**src/rtl/bst_pkg.sv**
```systemverilog
package bst_pkg;

  // Increment that stops at a ceiling.
  function automatic int unsigned sat_inc(int unsigned v, int unsigned ceil_v);
    return (v >= ceil_v) ? ceil_v : v + 1;
  endfunction

  // True when a frame's low time is below the required minimum.
  function automatic logic low_too_short(int unsigned low_total, int unsigned need);
    return low_total < need;
  endfunction

  // True when one more failure reaches the fault limit.
  function automatic logic next_hits_limit(int unsigned fails, int unsigned lim);
    return (fails + 1) >= lim;
  endfunction

endpackage

```
**src/rtl/bst_frame_timer.sv**
```systemverilog
module bst_frame_timer #(
  parameter int unsigned FRAME_CYC = 651
) (
  input  logic                          clk,
  input  logic                          rst_n,
  output logic [$clog2(FRAME_CYC)-1:0]  frame_pos,
  output logic                          frame_last,
  output logic                          frame_first
);
  localparam int unsigned FW = $clog2(FRAME_CYC);
  localparam logic [FW-1:0] LAST_POS = FW'(FRAME_CYC - 1);

  logic [FW-1:0] pos_q;

  always_ff @(posedge clk or negedge rst_n) begin
    if (!rst_n) begin
      pos_q <= '0;
    end else if (pos_q == LAST_POS) begin
      pos_q <= '0;
    end else begin
      pos_q <= pos_q + 1'b1;
    end
  end

  assign frame_pos   = pos_q;
  assign frame_last  = (pos_q == LAST_POS);
  assign frame_first = (pos_q == '0);
endmodule

```
**src/rtl/bst_low_meter.sv**
```systemverilog
module bst_low_meter #(
  parameter int unsigned MIN_LOW_CYC = 8
) (
  input  logic clk,
  input  logic rst_n,
  input  logic out_low,
  input  logic frame_last,
  output logic short_frame
);
  localparam int unsigned LW = $clog2(MIN_LOW_CYC + 1);

  logic [LW-1:0] low_q;
  logic [LW-1:0] low_total;

  always_comb begin
    if (out_low) begin
      low_total = LW'(bst_pkg::sat_inc(32'(low_q), MIN_LOW_CYC));
    end else begin
      low_total = low_q;
    end
  end

  always_ff @(posedge clk or negedge rst_n) begin
    if (!rst_n) begin
      low_q <= '0;
    end else if (frame_last) begin
      low_q <= '0;
    end else begin
      low_q <= low_total;
    end
  end

  assign short_frame = frame_last &&
                       bst_pkg::low_too_short(32'(low_total), MIN_LOW_CYC);
endmodule

```
**src/rtl/bst_recharge_ctl.sv**
```systemverilog
module bst_recharge_ctl #(
  parameter int unsigned FRAME_CYC   = 651,
  parameter int unsigned REFRESH_CYC = 16,
  parameter int unsigned FAIL_LIMIT  = 4
) (
  input  logic                          clk,
  input  logic                          rst_n,
  input  logic                          bst_uv,
  input  logic                          frame_last,
  input  logic                          short_frame,
  input  logic [$clog2(FRAME_CYC)-1:0]  frame_pos,
  output logic                          force_active,
  output logic                          fault
);
  localparam int unsigned CW = $clog2(FAIL_LIMIT + 1);

  logic          force_req_q;
  logic [CW-1:0] fail_q;
  logic          fault_q;

  always_ff @(posedge clk or negedge rst_n) begin
    if (!rst_n) begin
      force_req_q <= 1'b0;
      fail_q      <= '0;
      fault_q     <= 1'b0;
    end else if (frame_last) begin
      force_req_q <= short_frame || bst_uv;
      if (!bst_uv) begin
        fail_q  <= '0;
        fault_q <= 1'b0;
      end else if (force_req_q) begin
        fail_q <= CW'(bst_pkg::sat_inc(32'(fail_q), FAIL_LIMIT));
        if (bst_pkg::next_hits_limit(32'(fail_q), FAIL_LIMIT)) begin
          fault_q <= 1'b1;
        end
      end
    end
  end

  assign force_active = force_req_q && (32'(frame_pos) < REFRESH_CYC);
  assign fault        = fault_q;
endmodule

```
**src/rtl/bst_refresh_guard.sv**
```systemverilog
module bst_refresh_guard #(
  parameter int unsigned FRAME_CYC   = 651,
  parameter int unsigned MIN_LOW_CYC = 8,
  parameter int unsigned REFRESH_CYC = 16,
  parameter int unsigned FAIL_LIMIT  = 4
) (
  input  logic clk,
  input  logic rst_n,
  input  logic pwm_in,
  input  logic bst_uv,
  input  logic se_mode,
  output logic pwm_out,
  output logic pulldown_en,
  output logic bst_fault
);
  localparam int unsigned FW = $clog2(FRAME_CYC);

  logic [FW-1:0] frame_pos;
  logic          frame_last;
  logic          frame_first;
  logic          short_frame;
  logic          force_active;
  logic          fault;
  logic          out_val;

  bst_frame_timer #(.FRAME_CYC(FRAME_CYC)) u_timer (
    .clk        (clk),
    .rst_n      (rst_n),
    .frame_pos  (frame_pos),
    .frame_last (frame_last),
    .frame_first(frame_first)
  );

  bst_low_meter #(.MIN_LOW_CYC(MIN_LOW_CYC)) u_meter (
    .clk        (clk),
    .rst_n      (rst_n),
    .out_low    (!out_val),
    .frame_last (frame_last),
    .short_frame(short_frame)
  );

  bst_recharge_ctl #(
    .FRAME_CYC  (FRAME_CYC),
    .REFRESH_CYC(REFRESH_CYC),
    .FAIL_LIMIT (FAIL_LIMIT)
  ) u_ctl (
    .clk         (clk),
    .rst_n       (rst_n),
    .bst_uv      (bst_uv),
    .frame_last  (frame_last),
    .short_frame (short_frame),
    .frame_pos   (frame_pos),
    .force_active(force_active),
    .fault       (fault)
  );

  assign out_val     = rst_n && !fault && !force_active && pwm_in;
  assign pwm_out     = out_val;
  assign pulldown_en = !rst_n && !se_mode;
  assign bst_fault   = fault;
endmodule

```
**config.mk**
```make
export PLATFORM = sky130hd
export DESIGN_NAME = bst_refresh_guard
export DESIGN_NICKNAME = d
export VERILOG_FILES = /design/src/rtl/bst_pkg.sv /design/src/rtl/bst_frame_timer.sv /design/src/rtl/bst_low_meter.sv /design/src/rtl/bst_recharge_ctl.sv /design/src/rtl/bst_refresh_guard.sv
export SDC_FILE = /design/constraint.sdc
export NUM_CORES = 1
export LEC_CHECK = 0
export BUFFER_PORTS_ARGS = -buffer_cell sky130_fd_sc_hd__buf_4
export CAP_MARGIN = 20
export CORE_MARGIN = 2
export CORE_UTILIZATION = 45
export DETAILED_ROUTE_END_ITERATION = 8
export SLEW_MARGIN = 5
export SYNTH_ARGS = -nofsm -noshare
export SYNTH_HDL_FRONTEND = slang
export SYNTH_SLANG_ARGS = --single-unit
```
**constraint.sdc**
```tcl
create_clock -name clk -period 2.15 [get_ports clk]
set_clock_uncertainty 0.2 [all_clocks]
set_input_delay 0.43 -clock clk [delete_from_list [all_inputs] [get_ports clk]]
set_output_delay 0.43 -clock clk [all_outputs]
set_load 0.05 [all_outputs]
```
* Word-level counts from Yosys, hierarchy flattened *
Cells that the tools add are included.

word-level totals
  register bits = 19
  logic and storage cells = 39
  input bits = 5

cells by class
  eq/ne operators = 3
  add/subtract/negate cells = 3
  multiplexer cells = 10
  $lt $le $gt $ge = 5
  reduce and logical (&&, ||, !) cells = 13

operators by type and width
  operator                                                                              number
  4-bit two-way mux                                                                     3
  10-bit by 1-bit adder with 10-bit output (second input constant)                      1
  10-bit == test (second input constant)                                                1
  10-bit by 5-bit less-than comparator with 1-bit output (second input constant)        1
  10-bit two-way mux                                                                    1
  3-bit two-way mux                                                                     3
  1-bit logical AND                                                                     6
  3-bit by 1-bit adder with 4-bit output (second input constant)                        1
  4-bit by 1-bit adder with 4-bit output (second input constant)                        1
  4-bit by 3-bit greater-or-equal comparator with 1-bit output (second input constant)  1
  4-bit greater-or-equal comparator (second input constant)                             1
  1-bit zero test                                                                       4
  4-bit less-than comparator (second input constant)                                    1
  2-bit by 1-bit inequality test with 1-bit output (second input constant)              2
  3-bit greater-or-equal comparator (second input constant)                             1
  1-bit two-way mux                                                                     3
  3-bit AND reduction                                                                   1
  2-bit AND reduction                                                                   1
  1-bit logical OR                                                                      1

* Depth between registers and ports, before layout *
  word-level depth = 9
  depth in mapped cells = 6
  gate-level depth less buffers = 5

* By module *
A second synthesis with hierarchy kept.

second synthesis, totals
  cells, all modules = 102
  area total of the unflattened synthesis = 1046.0 µm²

by module, submodules not included
  module             area an instance (µm²)  sequential area each (µm²)  instances  cells each
  bst_frame_timer    510.5                   250.2                       1          47
  bst_recharge_ctl   280.3                   125.1                       1          30
  bst_low_meter      227.7                   100.1                       1          22
  bst_refresh_guard  27.5                    0.0                         1          3

* Worst setup path before layout *
No wires, ideal clock.

  path type = flip-flop to flip-flop
  start point = register u_timer.pos_q[6] (netlist: u_timer.frame_pos[6])
  end point = register u_meter.low_q[2]
  period minus slack after synthesis = 1958 ps
  data required time = 1873 ps
  arrival = 1681 ps
  buffers on the path = 0
  setup time = 77 ps
  cell stages (with the launch flop) = 5
  slack = 192 ps
  path through = dfrtp_1 -> nor4_4 -> a31oi_4 -> or4b_1 -> a21oi_1

on the way
  longest elaborated chain between the ends = 7
  elaborated cells between the ends (all ways) = 8

RTL lines
  element                                                 line                     text
  start, declared                                         bst_frame_timer.sv:13    logic [FW-1:0] pos_q;
  start signal, assigned                                  bst_frame_timer.sv:21    pos_q <= pos_q + 1'b1;
  10-bit by 5-bit less-than comparator with 1-bit output  bst_recharge_ctl.sv:40   assign force_active = force_req_q && (32'(frame_pos) < REFRESH_CYC);
  1-bit logical AND                                       bst_recharge_ctl.sv:40
  1-bit zero test                                         bst_refresh_guard.sv:57  assign out_val = rst_n && !fault && !force_active && pwm_in;
  1-bit logical AND (2 in a row)                          bst_refresh_guard.sv:57
  via pwm_out                                             bst_refresh_guard.sv:12  output logic pwm_out,
  4-bit two-way mux                                       bst_low_meter.sv:16      if (out_low) begin
  4-bit two-way mux                                       bst_low_meter.sv:26      end else if (frame_last) begin
  end signal, assigned                                    bst_low_meter.sv:29      low_q <= low_total;
  end, declared                                           bst_low_meter.sv:12      logic [LW-1:0] low_q;

The timed path passes the listed nets, and every way through them passes these cells.
A chain may end at the register's enable or synchronous reset.

* Worst setup path in the final report *
  start point = register u_timer.pos_q[6] (netlist: u_timer.frame_pos[6])
  end point = output pwm_out

on the way
  longest elaborated chain between the ends = 5

RTL lines
  element                                                 line
  10-bit by 5-bit less-than comparator with 1-bit output  bst_recharge_ctl.sv:40
  1-bit logical AND                                       bst_recharge_ctl.sv:40
  1-bit zero test                                         bst_refresh_guard.sv:57
  1-bit logical AND (2 in a row)                          bst_refresh_guard.sv:57
  end, declared                                           bst_refresh_guard.sv:12

No other way between the ends.

==> flow_metrics.tcl <==
set metrics [dict create \
    first_iter_violations 5 \
    drt-met1-wl_um 799 \
    gp_congestion 0.814 \
    final_cell_mix "18 x dfrtp_1, 12 x nor2_1, 9 x buf_4" \
    syn_area_per_cell_um2 10.6 \
    wl_per_cell_um 12.3 \
    synth_warnings 0 \
    worstSkewPairLatency_ns 0.29 \
    ys_seq_elements 19 \
    firstDrtPassIters 2 \
    first_global_vias 695 \
    grt-ovfl-total 0 \
    htree_levels 1 \
    synthDistinctLibCells 29 \
    power_leakage_nw 0.522 \
    grt_max_degree 20 \
    timing.final.hold_violations 0 \
    numCtsBuffers 3 \
    max_cap_violations 0 \
    rsz0062_at_grt "false" \
    syn_nets 103 \
    route.detailed.drc 0 \
    placed_area_um2 1060 \
    fin_crit_sh 0.962 \
    final_area_um2 1110 \
    cp-end-kind "output pin" \
    reg2reg_setup_slack_ns 0.15 \
    vias 666 \
    die_area_um2 2550 \
    antenna_left 0 \
    ir_drop_v 0.000392 \
    report.power.total_uw 736 \
    wl_met3_um 39 \
    netlist_area_um2 973 \
    row_count 16 \
    die_h_um 50.5 \
    finalSetupViolCount 0 \
    clkSinkCount 19 \
    crit_path_start_kind "flip-flop" \
    slew_headroom 0.437 \
    syn_to_final_growth_pct 14.3 \
    grt_pass1_wl_um 3040 \
    antenna_found_initial 0 \
    maxSlewViolCount 0 \
    criticalPathCategory "reg2out" \
    gr-usage-all-layers 0.161 \
    final_util 0.556 \
    worstPathRequired_ns 1.52 \
    num_io_pins 8 \
    syn_inst 92 \
    crit_arrival_ns 1.44 \
    n_antenna_cell 0 \
    final_common_cell "dfrtp_1" \
    avgViaCountPerCell 5.01 \
    setup_tns_ns 0 \
    wl_met2_um 803 \
    coreArea_um2 2000 \
    top_layer "met3" \
    drive_gt1_frac 0.179 \
    cts_tree "built" \
    finalCriticalPeriod_ns 2.07 \
    cp_max_fo 5 \
    clk_pin_slew_ns 0.10 \
    seq_area_frac_synth 0.488 \
    dpl.hpwl_um 1170 \
    die_x_um 50.5 \
    fmax_ghz 0.484 \
    finalNetCount 118 \
    hold_path.class "in2reg" \
    drt-total-wl_um 1640 \
    worstMarginPinSlew_ns 0.842 \
    status "finished clean" \
    p_per_area_nw_per_um2 662 \
    cts-root-buf "clkbuf_4" \
    clockBufferDepth 2 \
    start_util 0.486 \
    io_buffer_count 7 \
]
## cells in the mapped netlist
master,count,area (µm²)
o21ai_0,5,25.0
and3_1,2,12.5
nand2_1,5,18.8
and2_1,2,12.5
nor4_4,1,21.3
mux2i_1,1,10.0
or4b_1,1,10.0
inv_1,7,26.3
or3b_1,1,8.76
nand4b_1,1,8.76
xnor2_1,4,35.0
and4_2,1,10.0
and3_2,2,15.0
buf_6,1,11.3
o2111ai_1,1,8.76
a31oi_1,1,6.26
o211ai_1,1,7.51
a21oi_1,5,25.0
nor2b_1,1,6.26
nand3b_1,1,7.51
and4b_1,1,10.0
a31oi_4,1,21.3
dfrtp_1,19,475
or3_1,1,6.26
o21bai_1,1,7.51
nand3_1,4,20.0
xor2_1,3,26.3
nor2_1,12,45.0
ha_1,6,75.1
## what timing repair did
action	CTS	global route
hold buffers	1	0
pin swaps	1	2
endpoints found under the setup margin	1	1
hold endpoints to repair	19	0
setup buffers	1	1
gates cloned	0	0
gates resized for setup	0	2
## layout make-up
class	instances	area, µm²
inverter	7	26.3
multi-input combinational	65	460
clock buffer	4	26.3
sequential	19	477
fill	177	890
timing repair buffer	11	88.8
tap	27	33.8
## metrics by stage
step / hold WS (ns) / setup slack (ns) / cells
floorplan: -0.0656 / 0.192 / 92
global placement: 0.224 / 0.307 / 126
detailed placement: 0.225 / 0.266 / 126
CTS: 0.226 / 0.0224 / 132
global route: 0.242 / 0.00600 / 133
finish: 0.232 / 0.0826 / 133
## layer usage
| metal | vias to the layer above | GRT usage |
|---|---|---|
| met5 | - | 0 |
| met4 | 0 | 0.0676 |
| met3 | 0 | 0.0357 |
| met2 | 5 | 0.274 |
| met1 | 318 | 0.195 |
| li1 | 343 | - |
## kinds of logic after synthesis
family                   synth area share
AND/OR/NAND/NOR                     0.219
flip-flops                          0.488
AO/OA/AOI/OAI                       0.104
buffers and inverters              0.0386
XOR/XNOR                           0.0630
adder cells (fa/ha/maj)            0.0771
multiplexers                       0.0103
## critical path: stages, from the launching register on
cell     delay [ns]
dfrtp_2        0.45
nor4_4         0.36
a31oi_4        0.15
buf_6          0.18
## power by group
group	internal [mW]	switching [mW]	total, mW
sequential	0.395	0.0386	0.434
clock	0.0722	0.107	0.179
combinational	0.0633	0.0595	0.123
## registers in the layout, indices dropped and copies added, names as in the netlist
| signal | flops |
|---|---|
| u_timer.frame_pos | 10 |
| u_meter.low_q | 4 |
| u_ctl.fail_q | 3 |
| u_ctl.fault | 1 |
| u_ctl.force_req_q | 1 |
## worst paths after layout
| kind | start | endpoint | cells past startpoint |
|---|---|---|---|
| max | u_timer.frame_pos[6]$_DFF_PN0_ | pwm_out | 3 |
| min | bst_uv | u_ctl.fail_q[2]$_DFFE_PN0P_ | 3 |
| max reg2reg | u_timer.frame_pos[6]$_DFF_PN0_ | u_meter.low_q[2]$_DFFE_PN0P_ | 5 |
| min reg2reg | u_timer.frame_pos[0]$_DFF_PN0_ | u_timer.frame_pos[0]$_DFF_PN0_ | 1 |
| max in group asynchronous | rst_n | u_timer.frame_pos[6]$_DFF_PN0_ | 3 |
| min in group asynchronous | rst_n | u_meter.low_q[2]$_DFFE_PN0P_ | 3 |
Power figures use the tool's default switching activity.
